File: src/rtl/sreg_pkg.sv
package sreg_pkg;
  localparam int ADDR_W = 16;
  localparam int DATA_W = 8;

  typedef enum logic [1:0] {PH_ADDR, PH_DATA, PH_DROP} phase_e;

  // implemented register windows; everything else is reserved
  localparam int LAST_REG = 141;
  localparam int GAP0_LO  = 3;
  localparam int GAP0_HI  = 15;
  localparam int GAP1_LO  = 40;
  localparam int GAP1_HI  = 57;
  localparam int GAP2     = 85;

  function automatic logic reg_present(input logic [ADDR_W-1:0] a);
    int unsigned v;
    v = int'(a);
    if (v > LAST_REG)                  return 1'b0;
    if (v == 1 || v == GAP2)           return 1'b0;
    if (v >= GAP0_LO && v <= GAP0_HI)  return 1'b0;
    if (v >= GAP1_LO && v <= GAP1_HI)  return 1'b0;
    return 1'b1;
  endfunction
endpackage

File: src/rtl/sreg_sync.sv
module sreg_sync #(
  parameter int W      = 3,
  parameter int STAGES = 2
) (
  input  logic         clk_i,
  input  logic         rst_ni,
  input  logic [W-1:0] d_i,
  output logic [W-1:0] q_o
);
  logic [STAGES-1:0][W-1:0] st_q;

  always_ff @(posedge clk_i or negedge rst_ni) begin
    if (!rst_ni) st_q <= '0;
    else begin
      st_q[0] <= d_i;
      for (int i = 1; i < STAGES; i++) st_q[i] <= st_q[i-1];
    end
  end

  assign q_o = st_q[STAGES-1];
endmodule

File: src/rtl/sreg_shift.sv
module sreg_shift
  import sreg_pkg::*;
#(
  parameter int AW = ADDR_W,
  parameter int DW = DATA_W
) (
  input  logic          clk_i,
  input  logic          rst_ni,
  input  logic          sclk_i,
  input  logic          sdata_i,
  input  logic          latch_i,
  output logic          evt_o,
  output logic [AW-1:0] addr_o,
  output logic [DW-1:0] data_o
);
  localparam int CNT_W = $clog2(AW);

  phase_e          phase_q;
  logic [CNT_W-1:0] cnt_q;
  logic [AW-1:0]   sh_q, cur_q;
  logic            sclk_q;
  logic            rise;
  logic [AW-1:0]   sh_nxt;

  assign rise   = sclk_i && !sclk_q;
  assign sh_nxt = {sh_q[AW-2:0], sdata_i};

  always_ff @(posedge clk_i or negedge rst_ni) begin
    if (!rst_ni) begin
      phase_q <= PH_ADDR;
      cnt_q   <= '0;
      sh_q    <= '0;
      cur_q   <= '0;
      sclk_q  <= 1'b0;
      evt_o   <= 1'b0;
      addr_o  <= '0;
      data_o  <= '0;
    end else begin
      sclk_q <= sclk_i;
      evt_o  <= 1'b0;
      if (latch_i) begin
        // latch wins over a coincident clock edge: partial byte dropped
        phase_q <= PH_ADDR;
        cnt_q   <= '0;
      end else if (rise) begin
        unique case (phase_q)
          PH_ADDR: begin
            sh_q <= sh_nxt;
            if (cnt_q == CNT_W'(AW-1)) begin
              cur_q   <= sh_nxt;
              cnt_q   <= '0;
              phase_q <= PH_DATA;
            end else cnt_q <= cnt_q + 1'b1;
          end
          PH_DATA: begin
            sh_q <= sh_nxt;
            if (cnt_q == CNT_W'(DW-1)) begin
              evt_o  <= 1'b1;
              addr_o <= cur_q;
              data_o <= sh_nxt[DW-1:0];
              cnt_q  <= '0;
              if (cur_q == '0) phase_q <= PH_DROP;
              else             cur_q   <= cur_q - 1'b1;
            end else cnt_q <= cnt_q + 1'b1;
          end
          default: ;
        endcase
      end
    end
  end
endmodule

File: src/rtl/sreg_decode.sv
module sreg_decode
  import sreg_pkg::*;
#(
  parameter int AW         = ADDR_W,
  parameter int DW         = DATA_W,
  parameter int START_ADDR = 16,
  parameter int SRST_ADDR  = 2,
  parameter int SRST_BIT   = 2
) (
  input  logic          clk_i,
  input  logic          rst_ni,
  input  logic          evt_i,
  input  logic [AW-1:0] addr_i,
  input  logic [DW-1:0] data_i,
  output logic          wr_en_o,
  output logic [AW-1:0] wr_addr_o,
  output logic [DW-1:0] wr_data_o,
  output logic          start_o,
  output logic          soft_rst_o
);
  logic hit;
  assign hit = evt_i && reg_present(addr_i);

  always_ff @(posedge clk_i or negedge rst_ni) begin
    if (!rst_ni) begin
      wr_en_o    <= 1'b0;
      wr_addr_o  <= '0;
      wr_data_o  <= '0;
      start_o    <= 1'b0;
      soft_rst_o <= 1'b0;
    end else begin
      wr_en_o    <= hit;
      start_o    <= hit && (addr_i == AW'(START_ADDR));
      soft_rst_o <= hit && (addr_i == AW'(SRST_ADDR)) && data_i[SRST_BIT];
      if (hit) begin
        wr_addr_o <= addr_i;
        wr_data_o <= data_i;
      end
    end
  end
endmodule

File: src/rtl/sreg_loader.sv
module sreg_loader
  import sreg_pkg::*;
#(
  parameter int AW          = ADDR_W,
  parameter int DW          = DATA_W,
  parameter int SYNC_STAGES = 2,
  parameter int START_ADDR  = 16,
  parameter int SRST_ADDR   = 2,
  parameter int SRST_BIT    = 2
) (
  input  logic          clk_i,
  input  logic          rst_ni,
  input  logic          sclk_i,
  input  logic          sdata_i,
  input  logic          latch_i,
  output logic          wr_en_o,
  output logic [AW-1:0] wr_addr_o,
  output logic [DW-1:0] wr_data_o,
  output logic          start_o,
  output logic          soft_rst_o
);
  logic [2:0]    pins_s;
  logic          evt;
  logic [AW-1:0] evt_addr;
  logic [DW-1:0] evt_data;

  sreg_sync #(.W(3), .STAGES(SYNC_STAGES)) u_sync (
    .clk_i (clk_i),
    .rst_ni(rst_ni),
    .d_i   ({latch_i, sdata_i, sclk_i}),
    .q_o   (pins_s)
  );

  sreg_shift #(.AW(AW), .DW(DW)) u_shift (
    .clk_i  (clk_i),
    .rst_ni (rst_ni),
    .sclk_i (pins_s[0]),
    .sdata_i(pins_s[1]),
    .latch_i(pins_s[2]),
    .evt_o  (evt),
    .addr_o (evt_addr),
    .data_o (evt_data)
  );

  sreg_decode #(
    .AW(AW), .DW(DW), .START_ADDR(START_ADDR),
    .SRST_ADDR(SRST_ADDR), .SRST_BIT(SRST_BIT)
  ) u_decode (
    .clk_i     (clk_i),
    .rst_ni    (rst_ni),
    .evt_i     (evt),
    .addr_i    (evt_addr),
    .data_i    (evt_data),
    .wr_en_o   (wr_en_o),
    .wr_addr_o (wr_addr_o),
    .wr_data_o (wr_data_o),
    .start_o   (start_o),
    .soft_rst_o(soft_rst_o)
  );
endmodule

File: config.mk
export PLATFORM = sky130hd
export DESIGN_NAME = sreg_loader
export DESIGN_NICKNAME = d
export VERILOG_FILES = /design/src/rtl/sreg_pkg.sv /design/src/rtl/sreg_sync.sv /design/src/rtl/sreg_shift.sv /design/src/rtl/sreg_decode.sv /design/src/rtl/sreg_loader.sv
export SDC_FILE = /design/constraint.sdc
export NUM_CORES = 1
export LEC_CHECK = 0
export BUFFER_PORTS_ARGS = -buffer_cell sky130_fd_sc_hd__buf_2
export CAP_MARGIN = 5
export CORE_MARGIN = 5
export CORE_UTILIZATION = 53
export DETAILED_ROUTE_END_ITERATION = 12
export PLACE_DENSITY = 0.68
export RECOVER_POWER = 100
export SLEW_MARGIN = 40
export SYNTH_ARGS = -nofsm -noshare
export SYNTH_HDL_FRONTEND = slang
export SYNTH_SLANG_ARGS = --single-unit
File: constraint.sdc
create_clock -name clk_i -period 6.9 [get_ports clk_i]
set_input_delay 0.69 -clock clk_i [delete_from_list [all_inputs] [get_ports clk_i]]
set_output_delay 0.69 -clock clk_i [all_outputs]
set_load 0.05 [all_outputs]
==> metrics.log, run 1 <==
INFO  metric effective_utilization_at_floorplan = 54.57%
INFO  metric path_type_of_the_worst_setup_path = reg2reg
INFO  metric design.die.area = between 9000 and 10000 sq um
INFO  metric dp_hpwl = 5495 um
INFO  metric yosysTopAreaCell = dfrtp_1
INFO  metric post_synth_num_cell_types = 55
INFO  metric most-common-layout-cells = dfrtp_1, mux2_2, clkbuf_1
INFO  metric design.core.area = 7767 sq um
INFO  metric layout.cells.non_filler = 484
INFO  metric worst-endpoint-arrival = 4290 ps
INFO  metric cts.clk_slew.worst_paths = about 90 ps
INFO  metric placement.setup.worst_slack = 4142 ps
INFO  metric finalHoldViolCount = 0
INFO  metric post_route_cells_drive_above_1_share = 16.23%
INFO  metric post_synth_instance_area = 4239 sq um
INFO  metric drt_first_iter_violations = roughly 150
INFO  metric route.vias.total = 2794
INFO  metric cts_max_path_buffers = 2
INFO  metric worst_clock_skew = between 15 and 20 ps
INFO  metric post_drt_wl_per_cell = 16.68 um
INFO  metric routed_via_count_divided_by_cell_count = 5.773
INFO  metric run_status = complete, but fails checks
INFO  metric post-route-drc-count = 0
INFO  metric final.fill_count = 682
INFO  metric end_kind = flip-flop
INFO  metric clock_latency = 360 ps
INFO  metric cts-root-buf = clkbuf_8
INFO  metric antenna_violations_before_repair = 0
INFO  metric timing_max_transition_violations_final = 54
INFO  metric netlist.area_leader.share = 56.67%
INFO  metric post-place-cells = 468
INFO  metric internal_power = 779.4 uW
INFO  metric sum_of_overflow_across_all_layers_after_global_routing = 0
INFO  metric area_delta_synth_final = 7.881%
INFO  metric count_of_state_elements_after_synthesis = 96
INFO  metric p_sw = about 250 uW
INFO  metric route.final.wire_length = 8072 um
INFO  metric async_reset_ff_share = between 90% and 100%
INFO  metric max-slew-margin-rel = -57.81%
INFO  metric worst_hold_slack = 356.8 ps
INFO  metric p_leak = 0.002107 uW
INFO  metric synth.avg_cell_area = 12.22 sq um
INFO  metric fp.dieH = just under 100 um
INFO  metric htree_num_levels = 3
INFO  metric power.density_cell_area = 225.1 nW/um^2
INFO  metric final.period_utilization = approximately 60%
INFO  metric fin_tns_setup = 0 ps
INFO  metric clock.fmax = 0.2466 GHz
INFO  metric rsz_0062_raised_after_global_routing = no
INFO  metric postSynth.topFlopCell = dfrtp_1
INFO  metric holdCritPathClass = reg2reg
INFO  metric first_global_vias = about 2.7k
INFO  metric rows = 32
INFO  metric worst_pin_slew = 2367 ps
INFO  metric final_common_cell = dfrtp_1
INFO  metric seqPwrFrac = 59.2%
INFO  metric sw_frac_of_total = between 20 and 25%
INFO  metric clock_tree_from_tritoncts = built
INFO  metric drt.antenna.violating_nets = 0
INFO  metric final_critical_path_setup_slack = 2844 ps
INFO  metric antennaDiodeCount = 0
INFO  metric design.portCount = 32
INFO  metric synth.yosys.seq_area_share = 56.67%
INFO  metric finish.net_count = 384
INFO  metric synth_net_count = 354
INFO  metric number_of_enable_type_register_cells_in_the_synthesized_netlist = 0
INFO  metric port_buffers = 31
INFO  metric violations = max-capacitance violations, max-slew violations
INFO  metric cts-hold-fix-buffers = 0
INFO  metric die_width = just under 100 um
INFO  metric ctsResizeCount = 0
INFO  metric setup.worst_path.start_class = flip-flop
INFO  metric cts.repair_timing.setup_buffer_count = 0
INFO  metric critPathMaxFanout = 21
INFO  metric maxCapViolCount = 2
INFO  metric cts-buffers-inserted = 9
INFO  metric grt_max_degree = 54
INFO  metric netlist_top_cells_area = dfrtp_1, mux2_2, mux2_4, o21ai_0, a21oi_1
INFO  metric detailedRoute.firstPassIterationCount = 4
INFO  metric clock_group_share_of_total_power = 36.3%
INFO  metric wire_length_of_the_first_global_routing_pass = about 14000 um
INFO  metric synth.yosys.warnings = 0
INFO  metric timing.final.crit_period = 4056 ps
INFO  metric comb_power_share = approximately 4.4%
INFO  metric finalSetupViolCount = 0
INFO  metric syn_inst = 347
INFO  metric vdd_drop_max = 0.1305 mV
INFO  metric gpl.final_weighted_congestion = 0.8424
INFO  metric clock-sinks = 96
INFO  metric groute.usage.overall = about 18%
INFO  metric crit_required = 7140 ps
==> path summary, 6_finish.rpt <==
check	from	end	slack, ps	cells past startpoint
worst max-delay path	u_sync.q_o[2]	u_shift.addr_o[8]	2840	4
worst min-delay path	u_sync.st_q[0]	u_sync.q_o[0]	360	0
worst max register to register	u_sync.q_o[2]	u_shift.addr_o[8]	2840	4
worst min register to register	u_sync.st_q[0]	u_sync.q_o[0]	360	0
max in group asynchronous	rst_ni	u_shift.addr_o[14]	4200	2
min in group asynchronous	rst_ni	u_shift.addr_o[15]	1040	1
==> cell usage after synthesis (3+ instances only) <==
| cell | n |
|---|---|
| dfrtp_1 | 96 |
| mux2_2 | 36 |
| nor2_1 | 17 |
| o21ai_0 | 17 |
| nand2_1 | 14 |
| a21oi_1 | 13 |
| clkbuf_1 | 13 |
| nand3_1 | 12 |
| inv_1 | 11 |
| mux2_4 | 10 |
| nor2b_1 | 10 |
| nor3_1 | 8 |
| nand4_1 | 7 |
| nor4_1 | 6 |
| mux2_1 | 5 |
| nand2b_1 | 5 |
| mux2i_1 | 4 |
| o211ai_1 | 4 |
| a211oi_1 | 3 |
| a31oi_1 | 3 |
| and3_1 | 3 |
| buf_6 | 3 |
| o22ai_1 | 3 |
==> routing by layer <==
| layer | global-route usage (%) | share of wire (%) | wire (um) |
|---|---|---|---|
| met5 | 0 | 0 | 0 |
| met4 | 5.672 | 1.0 | 82 |
| met3 | 3.156 | 3.0 | 244 |
| met2 | 26.03 | 46 | 3732 |
| met1 | 26.37 | 50 | 4013 |
==> worst max-delay path, cell delays in order (launching register included) <==
cell      delay (ps)
dfrtp_1          470
or4b_1           640
nor4_1          1530
clkbuf_1         870
mux2_2           410
==> per-stage QoR <==
stage | util, % | cell area, sq um | total power (uW)
2_1_floorplan | - | 4239 | 640.3
3_3_place_gp | 57.80 | 4489 | 665.6
3_5_place_dp | 57.83 | 4492 | 668.2
4_1_cts | 60.42 | 4693 | 1042
5_1_grt | 58.88 | 4573 | 1081
6_report | 58.88 | 4573 | 1030
==> cells by family (layout without fill, tap and decap cells) <==
kind of cell / Yosys count / after routing / share of synthesized area, %
flops: 96 / 96 / 56.67
xor+xnor: 3 / 3 / 0.6199
fa+ha+maj: 2 / 2 / 0.5902
simple gates: 96 / 96 / 13.05
mux: 55 / 55 / 15.38
compound gates: 66 / 66 / 10.54
buf+inv: 29 / 64 / 3.158
==> state kept, by name, indices dropped and copies added, names as in the netlist <==
signal and cells:
u_decode.wr_addr_o 16, u_shift.addr_o 16, u_shift.cur_q 16, u_shift.sh_q 15, u_decode.wr_data_o 8, u_shift.data_o 8
u_shift.cnt_q 4, u_sync.q_o 3, u_sync.st_q 3, u_shift.phase_q 2, u_decode.soft_rst_o 1, u_decode.start_o 1
u_decode.wr_en_o 1, u_shift.evt_o 1, u_shift.sclk_q 1
==> power groups by stage <==
stage | combinational [uW] | sequential [uW] | clock [uW]
5_1_grt | 54.7 | 613 | 413
3_5_place_dp | 47.5 | 621 | 0
4_1_cts | 47.7 | 610 | 384
3_3_place_gp | 45.9 | 620 | 0
2_1_floorplan | 32.0 | 608 | 0
6_report | 45.7 | 610 | 374
==> final cells by class <==
| class | count | area [sq um] | area share [%] |
|---|---|---|---|
| tap | 102 | 127.6 | 2.791 |
| clock inverter | 6 | 73.82 | 1.614 |
| multi-input combinational | 222 | 1647 | 36.01 |
| sequential | 96 | 2402 | 52.53 |
| inverter | 11 | 41.29 | 0.9029 |
| clock buffer | 10 | 127.6 | 2.791 |
| timing repair buffer | 37 | 153.9 | 3.365 |
(Power assumes the default switching activity.)
==> run 2: changes to the inputs <==
==> constraint.sdc (replaced) <==
create_clock -name clk_i -period 4.1 [get_ports clk_i]
set_input_delay 0.41 -clock clk_i [delete_from_list [all_inputs] [get_ports clk_i]]
set_output_delay 0.41 -clock clk_i [all_outputs]
set_load 0.05 [all_outputs]
==> run 2 against run 1 <==
Net effect:
- the run still ends with max-capacitance violations, max-slew violations left
- hold slack worse by 210 ps
- register-to-register slack worse by 1700 ps
- wire length is 1.7% higher
- critical path depth is 1 higher
- critical path type unchanged
- largest power group unchanged
- highest routed layer unchanged
==> metrics.log, run 2 (synthesis gave the netlist of run 1 again) <==
INFO  metric timing.hold.worst.start = latch_i
INFO  metric holdCritPathClass = in2reg
INFO  metric comb_power_share = 4.3% (about the same)
INFO  metric dp_hpwl = 5594 um (+1.8%)
INFO  metric detailedRoute.firstPassIterationCount = 4 (unchanged)
INFO  metric cts.clk_slew.worst_paths = 90 ps (about the same)
INFO  metric dpl_cell_area = 4526 sq um (+0.75%)
INFO  metric finish.net_count = 386 (+0.52%)
INFO  metric rsz_0062_raised_after_global_routing = no
INFO  metric route.vias.total = 2835 (+1.5%)
INFO  metric p_leak = 0.002154 uW (+2.2%)
INFO  metric port_buffers = 31 (unchanged)
INFO  metric wire_length_of_the_first_global_routing_pass = 14480 um (+4.0%)
INFO  metric ctsResizeCount = 0 (unchanged)
INFO  metric post_drt_wl_per_cell = 16.89 um (+1.3%)
INFO  metric die_width = 99.43 um (unchanged)
INFO  metric finalSetupViolCount = 0 (unchanged)
INFO  metric power.density_cell_area = 385.6 nW/um^2 (+71%)
INFO  metric post-route-drc-count = 0 (unchanged)
INFO  metric regToRegSetupSlack = 1160 ps (-1680 ps)
INFO  metric crit-reg2reg-capture = u_shift.cur_q[12]
INFO  metric seqPwrFrac = 57.4% (-1.8 points)
INFO  metric final.fill_count = 650 (-4.7%)
INFO  metric clock.fmax = 0.3407 GHz (+38%)
INFO  metric clock_latency = 360 ps (about the same)
INFO  metric worst_hold_slack = 149.5 ps (-207.3 ps)
INFO  metric timing.critical_path.max_delay_family = simple AND/OR/NAND/NOR gates
INFO  metric fp.dieH = 99.43 um (unchanged)
INFO  metric timing.hold.worst_endpoint = u_sync.st_q[2]
INFO  metric routed_via_count_divided_by_cell_count = 5.833 (+1.0%)
INFO  metric final_common_cell = dfrtp_1
INFO  metric route.final.wire_length = 8210 um (+1.7%)
INFO  metric sw_frac_of_total = 22.73% (-1.6 points)
INFO  metric antennaDiodeCount = 0 (unchanged)
INFO  metric clock_group_share_of_total_power = 38.3% (+2.0 points)
INFO  metric worst_clock_skew = 9.442 ps (-8.417 ps)
INFO  metric fin_tns_setup = 0 ps (unchanged)
INFO  metric effective_utilization_at_floorplan = 54.57% (unchanged)
INFO  metric worst_pin_slew = 1838 ps (-528.7 ps)
INFO  metric grt_max_degree = 78 (+44%)
INFO  metric max-slew-margin-rel = -22.56% (+35 points)
INFO  metric timing.final.crit_period = 2935 ps (-1120 ps)
INFO  metric antenna_violations_before_repair = 0 (unchanged)
INFO  metric postLayoutCellArea = 4641 sq um (+1.5%)
INFO  metric placement.setup.worst_slack = 1460 ps (-2682 ps)
INFO  metric run_status = complete, but fails checks
INFO  metric biggestRegsByFlops = u_decode.wr_addr_o x16, u_shift.addr_o x16, u_shift.cur_q x16
INFO  metric p_sw = 406.7 uW (+63%)
INFO  metric clock-sinks = 96 (unchanged)
INFO  metric crit_required = 4350 ps (-2790 ps)
INFO  metric most-common-layout-cells = dfrtp_1, mux2_2, clkbuf_1
INFO  metric final.period_utilization = 71.59% (+13 points)
INFO  metric cell_type_of_the_slowest_stage_on_the_worst_timing_path = clkbuf_1
INFO  metric gpl.final_weighted_congestion = 0.8477 (+0.63%)
INFO  metric worst-endpoint-arrival = 3190 ps (-1100 ps)
INFO  metric sum_of_overflow_across_all_layers_after_global_routing = 0 (unchanged)
INFO  metric htree_num_levels = 3 (unchanged)
INFO  metric timing_max_transition_violations_final = 78 (+44%)
INFO  metric clock_tree_from_tritoncts = built
INFO  metric internal_power = 1383 uW (+77%)
INFO  metric rows = 32 (unchanged)
INFO  metric drt.antenna.violating_nets = 0 (unchanged)
INFO  metric cts-hold-fix-buffers = 0 (unchanged)
INFO  metric design.die.area = 9886 sq um (unchanged)
INFO  metric cts.repair_timing.setup_buffer_count = 0 (unchanged)
INFO  metric cts_max_path_buffers = 2 (unchanged)
INFO  metric vdd_drop_max = 0.2723 mV (+110%)
INFO  metric finalPower = 1789 uW (+74%)
INFO  metric setup.worst_path.start_class = flip-flop
INFO  metric area_delta_synth_final = 9.475%
INFO  metric final_critical_path_setup_slack = 1165 ps (-1680 ps)
INFO  metric maxCapViolCount = 1 (-1)
INFO  metric critPathMaxFanout = 15 (-29%)
INFO  metric end_kind = flip-flop
INFO  metric design.portCount = 32 (unchanged)
INFO  metric number_of_cells_traversed_by_the_worst_register_to_register_path = 5 (+1)
INFO  metric first_global_vias = 2911 (+6.8%)
INFO  metric design.core.area = 7767 sq um (unchanged)
INFO  metric violations = max-capacitance violations, max-slew violations
INFO  metric cts-buffers-inserted = 9 (unchanged)
INFO  metric drt_first_iter_violations = 178 (+20%)
INFO  metric timing.critical_path.slowest_cell_delay = 630 ps (-900 ps)
INFO  metric finalHoldViolCount = 0 (unchanged)
INFO  metric cts-root-buf = clkbuf_8
INFO  metric crit_chain = nor4b_1 -> clkbuf_1 -> nand4_1 -> a21o_1 -> a221oi_1
INFO  metric critical_path_buf_inv_count = 1 (unchanged)
INFO  metric post_route_cells_drive_above_1_share = 16.67% (+0.44 points)
INFO  metric path_type_of_the_worst_setup_path = reg2reg
INFO  metric r2r-start = u_sync.q_o[2]
INFO  metric whs_path_depth = 1 (+1)
INFO  metric groute.usage.overall = 18.23% (+0.64 points)
run 2: cell types whose count changed in the layout (fill, tap and decap cells not counted), sizes merged:
cell,delta
buf,+3
bufinv,+1
clkbuf,-1
clkinv,+3
clkinvlp,-2
inv,-2
run 2: power by group through the flow:
| stage | combinational, uW | clock (uW) | sequential (uW) |
|---|---|---|---|
| after floorplan | 53.9 | 0 | 1020 |
| after global placement | 77.4 | 0 | 1050 |
| after detailed placement | 81.2 | 0 | 1050 |
| after CTS | 81.4 | 708 | 1030 |
| after global routing | 90.3 | 744 | 1030 |
| final | 77.1 | 685 | 1030 |
run 2: how the worst max path moves through the flow:
| stage | start | to | slack [ps] | cells past startpoint |
|---|---|---|---|---|
| after global routing | u_shift.addr_o[15] | u_decode.wr_addr_o[2] | 800 | 5 |
| final | u_sync.q_o[2] | u_shift.cur_q[12] | 1160 | 5 |
| after CTS | u_sync.q_o[2] | u_shift.addr_o[8] | 1450 | 4 |
| after detailed placement | u_sync.q_o[2] | u_shift.addr_o[8] | 1460 | 4 |
| after global placement | u_sync.q_o[2] | u_shift.addr_o[8] | 1520 | 4 |
| after floorplan | u_sync.q_o[2] | u_shift.addr_o[10] | 1780 | 6 |
run 2: area by class of cell:
| cell class | instances | area, sq um | area share [%] |
|---|---|---|---|
| Clock buffer | 10 | 137.6 | 2.966 |
| Clock inverter | 6 | 91.34 | 1.968 |
| Inverter | 11 | 41.29 | 0.8897 |
| Multi-Input combinational cell | 222 | 1654 | 35.64 |
| Sequential cell | 96 | 2402 | 51.77 |
| Tap cell | 102 | 127.6 | 2.750 |
| Timing Repair Buffer | 39 | 186.4 | 4.017 |
run 2: per-stage QoR:
step                      cells  utilization [%]
after floorplan             347                -
after global placement      470            58.15
after detailed placement    470            58.26
after CTS                   486            61.21
after global routing        486            59.75
final                       486            59.75
run 2: per-layer routing:
metal | global-route usage, % | vias up | wire [um]
li1 | - | 1333 | -
met1 | 24.45 | 1424 | 3718
met2 | 28.72 | 67 | 3954
met3 | 4.979 | 11 | 415
met4 | 6.303 | 0 | 122
met5 | 0 | - | 0
==> run 3: changes to the inputs <==
==> constraint.sdc (replaced) <==
create_clock -name clk_i -period 2.8 [get_ports clk_i]
set_input_delay 0.28 -clock clk_i [delete_from_list [all_inputs] [get_ports clk_i]]
set_output_delay 0.28 -clock clk_i [all_outputs]
set_load 0.05 [all_outputs]
==> run 3 against run 2 <==
Net effect:
- the run now ends clean
- largest power group unchanged
- register-to-register slack worse by 780 ps
- clock power grew 43%
- critical path depth did not move
- non-clock buffer count rose by 10
- critical path type unchanged
- first-iteration DRC count shrank 8.4%
==> metrics.log, run 3 (synthesis gave the netlist of run 1 again) <==
INFO  metric worst-endpoint-arrival = 2680 ps (-510 ps)
INFO  metric area_delta_synth_final = 10.57%
INFO  metric biggestRegsByFlops = u_decode.wr_addr_o x16, u_shift.addr_o x16, u_shift.cur_q x16
INFO  metric routed_via_count_divided_by_cell_count = 5.756 (-1.3%)
INFO  metric sum_of_overflow_across_all_layers_after_global_routing = 0 (unchanged)
INFO  metric route.vias.total = 2849 (+0.49%)
INFO  metric critical_path_buf_inv_count = 1 (unchanged)
INFO  metric finish.net_count = 396 (+2.6%)
INFO  metric design.core.area = 7767 sq um (unchanged)
INFO  metric finalHoldViolCount = 0 (unchanged)
INFO  metric worst_clock_skew = 14.27 ps (+4.831 ps)
INFO  metric timing.critical_path.slowest_cell_delay = 650 ps (+20 ps)
INFO  metric cts_max_path_buffers = 2 (unchanged)
INFO  metric p_leak = 0.002179 uW (+1.2%)
INFO  metric path_type_of_the_worst_setup_path = reg2reg
INFO  metric antennaDiodeCount = 0 (unchanged)
INFO  metric cts.clk_slew.worst_paths = 90 ps (about the same)
INFO  metric number_of_cells_traversed_by_the_worst_register_to_register_path = 5 (unchanged)
INFO  metric worst_hold_slack = 23.38 ps (-126.1 ps)
INFO  metric post-route-drc-count = 0 (unchanged)
INFO  metric cts-buffers-inserted = 9 (unchanged)
INFO  metric antenna_violations_before_repair = 0 (unchanged)
INFO  metric cts-root-buf = clkbuf_8
INFO  metric drt.antenna.violating_nets = 0 (unchanged)
INFO  metric clock_latency = 360 ps (about the same)
INFO  metric wire_length_of_the_first_global_routing_pass = 14740 um (+1.8%)
INFO  metric most-common-layout-cells = dfrtp_1, mux2_2, clkbuf_1
INFO  metric regToRegSetupSlack = 380 ps (-780 ps)
INFO  metric timing.hold.worst_endpoint = u_sync.st_q[2]
INFO  metric final.fill_count = 674 (+3.7%)
INFO  metric clock.fmax = 0.4140 GHz (+22%)
INFO  metric dp_hpwl = 5899 um (+5.5%)
INFO  metric maxCapViolCount = 0 (-1)
INFO  metric clock_tree_from_tritoncts = built
INFO  metric whs_path_depth = 1 (unchanged)
INFO  metric timing.critical_path.max_delay_family = simple AND/OR/NAND/NOR gates
INFO  metric drt_first_iter_violations = 163 (-8.4%)
INFO  metric crit-reg2reg-capture = u_shift.cur_q[15]
INFO  metric rsz_0062_raised_after_global_routing = no
INFO  metric die_width = 99.43 um (unchanged)
INFO  metric fin_tns_setup = 0 ps (unchanged)
INFO  metric gpl.final_weighted_congestion = 0.8632 (+1.8%)
INFO  metric post_route_cells_drive_above_1_share = 17.56% (+0.89 points)
INFO  metric setup.worst_path.start_class = flip-flop
INFO  metric critPathMaxFanout = 8 (-7)
INFO  metric end_kind = flip-flop
INFO  metric groute.usage.overall = 18.62% (+0.39 points)
INFO  metric detailedRoute.firstPassIterationCount = 5 (+1)
INFO  metric clock-sinks = 96 (unchanged)
INFO  metric power.density_cell_area = 554.1 nW/um^2 (+44%)
INFO  metric effective_utilization_at_floorplan = 54.57% (unchanged)
INFO  metric crit_chain = or4b_1 -> nor3b_1 -> clkbuf_1 -> mux2_2 -> a311oi_1
INFO  metric cell_type_of_the_slowest_stage_on_the_worst_timing_path = or4b_1
INFO  metric post_drt_wl_per_cell = 16.99 um (+0.59%)
INFO  metric fp.dieH = 99.43 um (unchanged)
INFO  metric design.die.area = 9886 sq um (unchanged)
INFO  metric design.portCount = 32 (unchanged)
INFO  metric final.period_utilization = 86.27% (+15 points)
INFO  metric htree_num_levels = 3 (unchanged)
INFO  metric timing_max_transition_violations_final = 0 (-100%)
INFO  metric vdd_drop_max = 0.4327 mV (+59%)
INFO  metric grt_max_degree = 51 (-35%)
INFO  metric timing.final.crit_period = 2416 ps (-519.7 ps)
INFO  metric final_common_cell = dfrtp_1
INFO  metric timing.hold.worst.start = latch_i
INFO  metric holdCritPathClass = in2reg
INFO  metric route.final.wire_length = 8411 um (+2.4%)
INFO  metric ctsResizeCount = 0 (unchanged)
INFO  metric run_status = finished clean
INFO  metric port_buffers = 31 (unchanged)
INFO  metric max-slew-margin-rel = 24.39% (+47 points)
INFO  metric r2r-start = u_sync.q_o[2]
INFO  metric rows = 32 (unchanged)
INFO  metric first_global_vias = 2877 (-1.2%)
INFO  metric finalSetupViolCount = 0 (unchanged)
INFO  metric crit_required = 3060 ps (-1290 ps)
INFO  metric worst_pin_slew = 1134 ps (-704.3 ps)
[run 3: cell types whose count changed in the layout (fill, tap and decap cells not counted), moves of 2 or more]
cell,change
dlygate4sd3_1,+2
buf_4,+5
mux2_1,-2
clkbuf_1,+3
[run 3: worst register-to-register path, stage by stage (launching register included)]
cell      delay, ps
dfrtp_1         480
or4b_1          650
nor3b_1         240
clkbuf_1        360
mux2_2          390
a311oi_1        200
[run 3: how the worst max path moves through the flow]
stage               slack [ps]            endpoint             start  cells after the start
floorplan                  480  u_shift.addr_o[10]     u_sync.q_o[2]                      6
global placement           580   u_shift.addr_o[7]     u_sync.q_o[2]                      4
detailed placement         510   u_shift.addr_o[8]     u_sync.q_o[2]                      4
CTS                        480   u_shift.addr_o[8]     u_sync.q_o[2]                      4
global route               230  u_shift.phase_q[1]  u_shift.cur_q[0]                      7
finish                     380   u_shift.cur_q[15]     u_sync.q_o[2]                      5
[run 3: power by group]
part	leakage, uW	total (uW)	internal, uW	switching [uW]
logic	0.000752	114	57.6	56.2
clock network	0.000111	980	506	474
registers	0.00132	1500	1440	64.3
[run 3: what timing repair did]
action / 4_1_cts / 5_1_grt
hold buffers: 1 / 1
buffers inserted: 0 / 0
hold endpoints to repair: 46 / 1
[run 3: per-layer routing]
layer	global-route usage [%]	part of all wire, %	vias to the layer above
met2	27.17	47	69
met3	4.137	4.6	9
met5	0	0	-
met4	6.408	1.4	0
met1	27.58	47	1415
li1	-	-	1356
[run 3: final cells by class]
| type | instances | area [sq um] | share of cell area [%] |
|---|---|---|---|
| clock inverters | 6 | 93.84 | 2.002 |
| flip-flops and latches | 96 | 2402 | 51.25 |
| multi-input cells | 222 | 1655 | 35.32 |
| clock buffers | 9 | 123.9 | 2.643 |
| inverters | 11 | 41.29 | 0.8809 |
| repair buffers | 49 | 242.7 | 5.179 |
| well taps | 102 | 127.6 | 2.723 |
[run 3: stage by stage]
stage / std cells / instance area, sq um / total power (uW) / setup slack (ps) / util, %
2_1_floorplan: 347 / 4239 / 1578 / 477.7 / -
3_3_place_gp: 478 / 4577 / 1645 / 581.5 / 58.92
3_5_place_dp: 478 / 4577 / 1652 / 510.7 / 58.92
4_1_cts: 494 / 4805 / 2638 / 484.5 / 61.86
5_1_grt: 495 / 4687 / 2724 / 229.7 / 60.34
6_report: 495 / 4687 / 2597 / 384.4 / 60.34
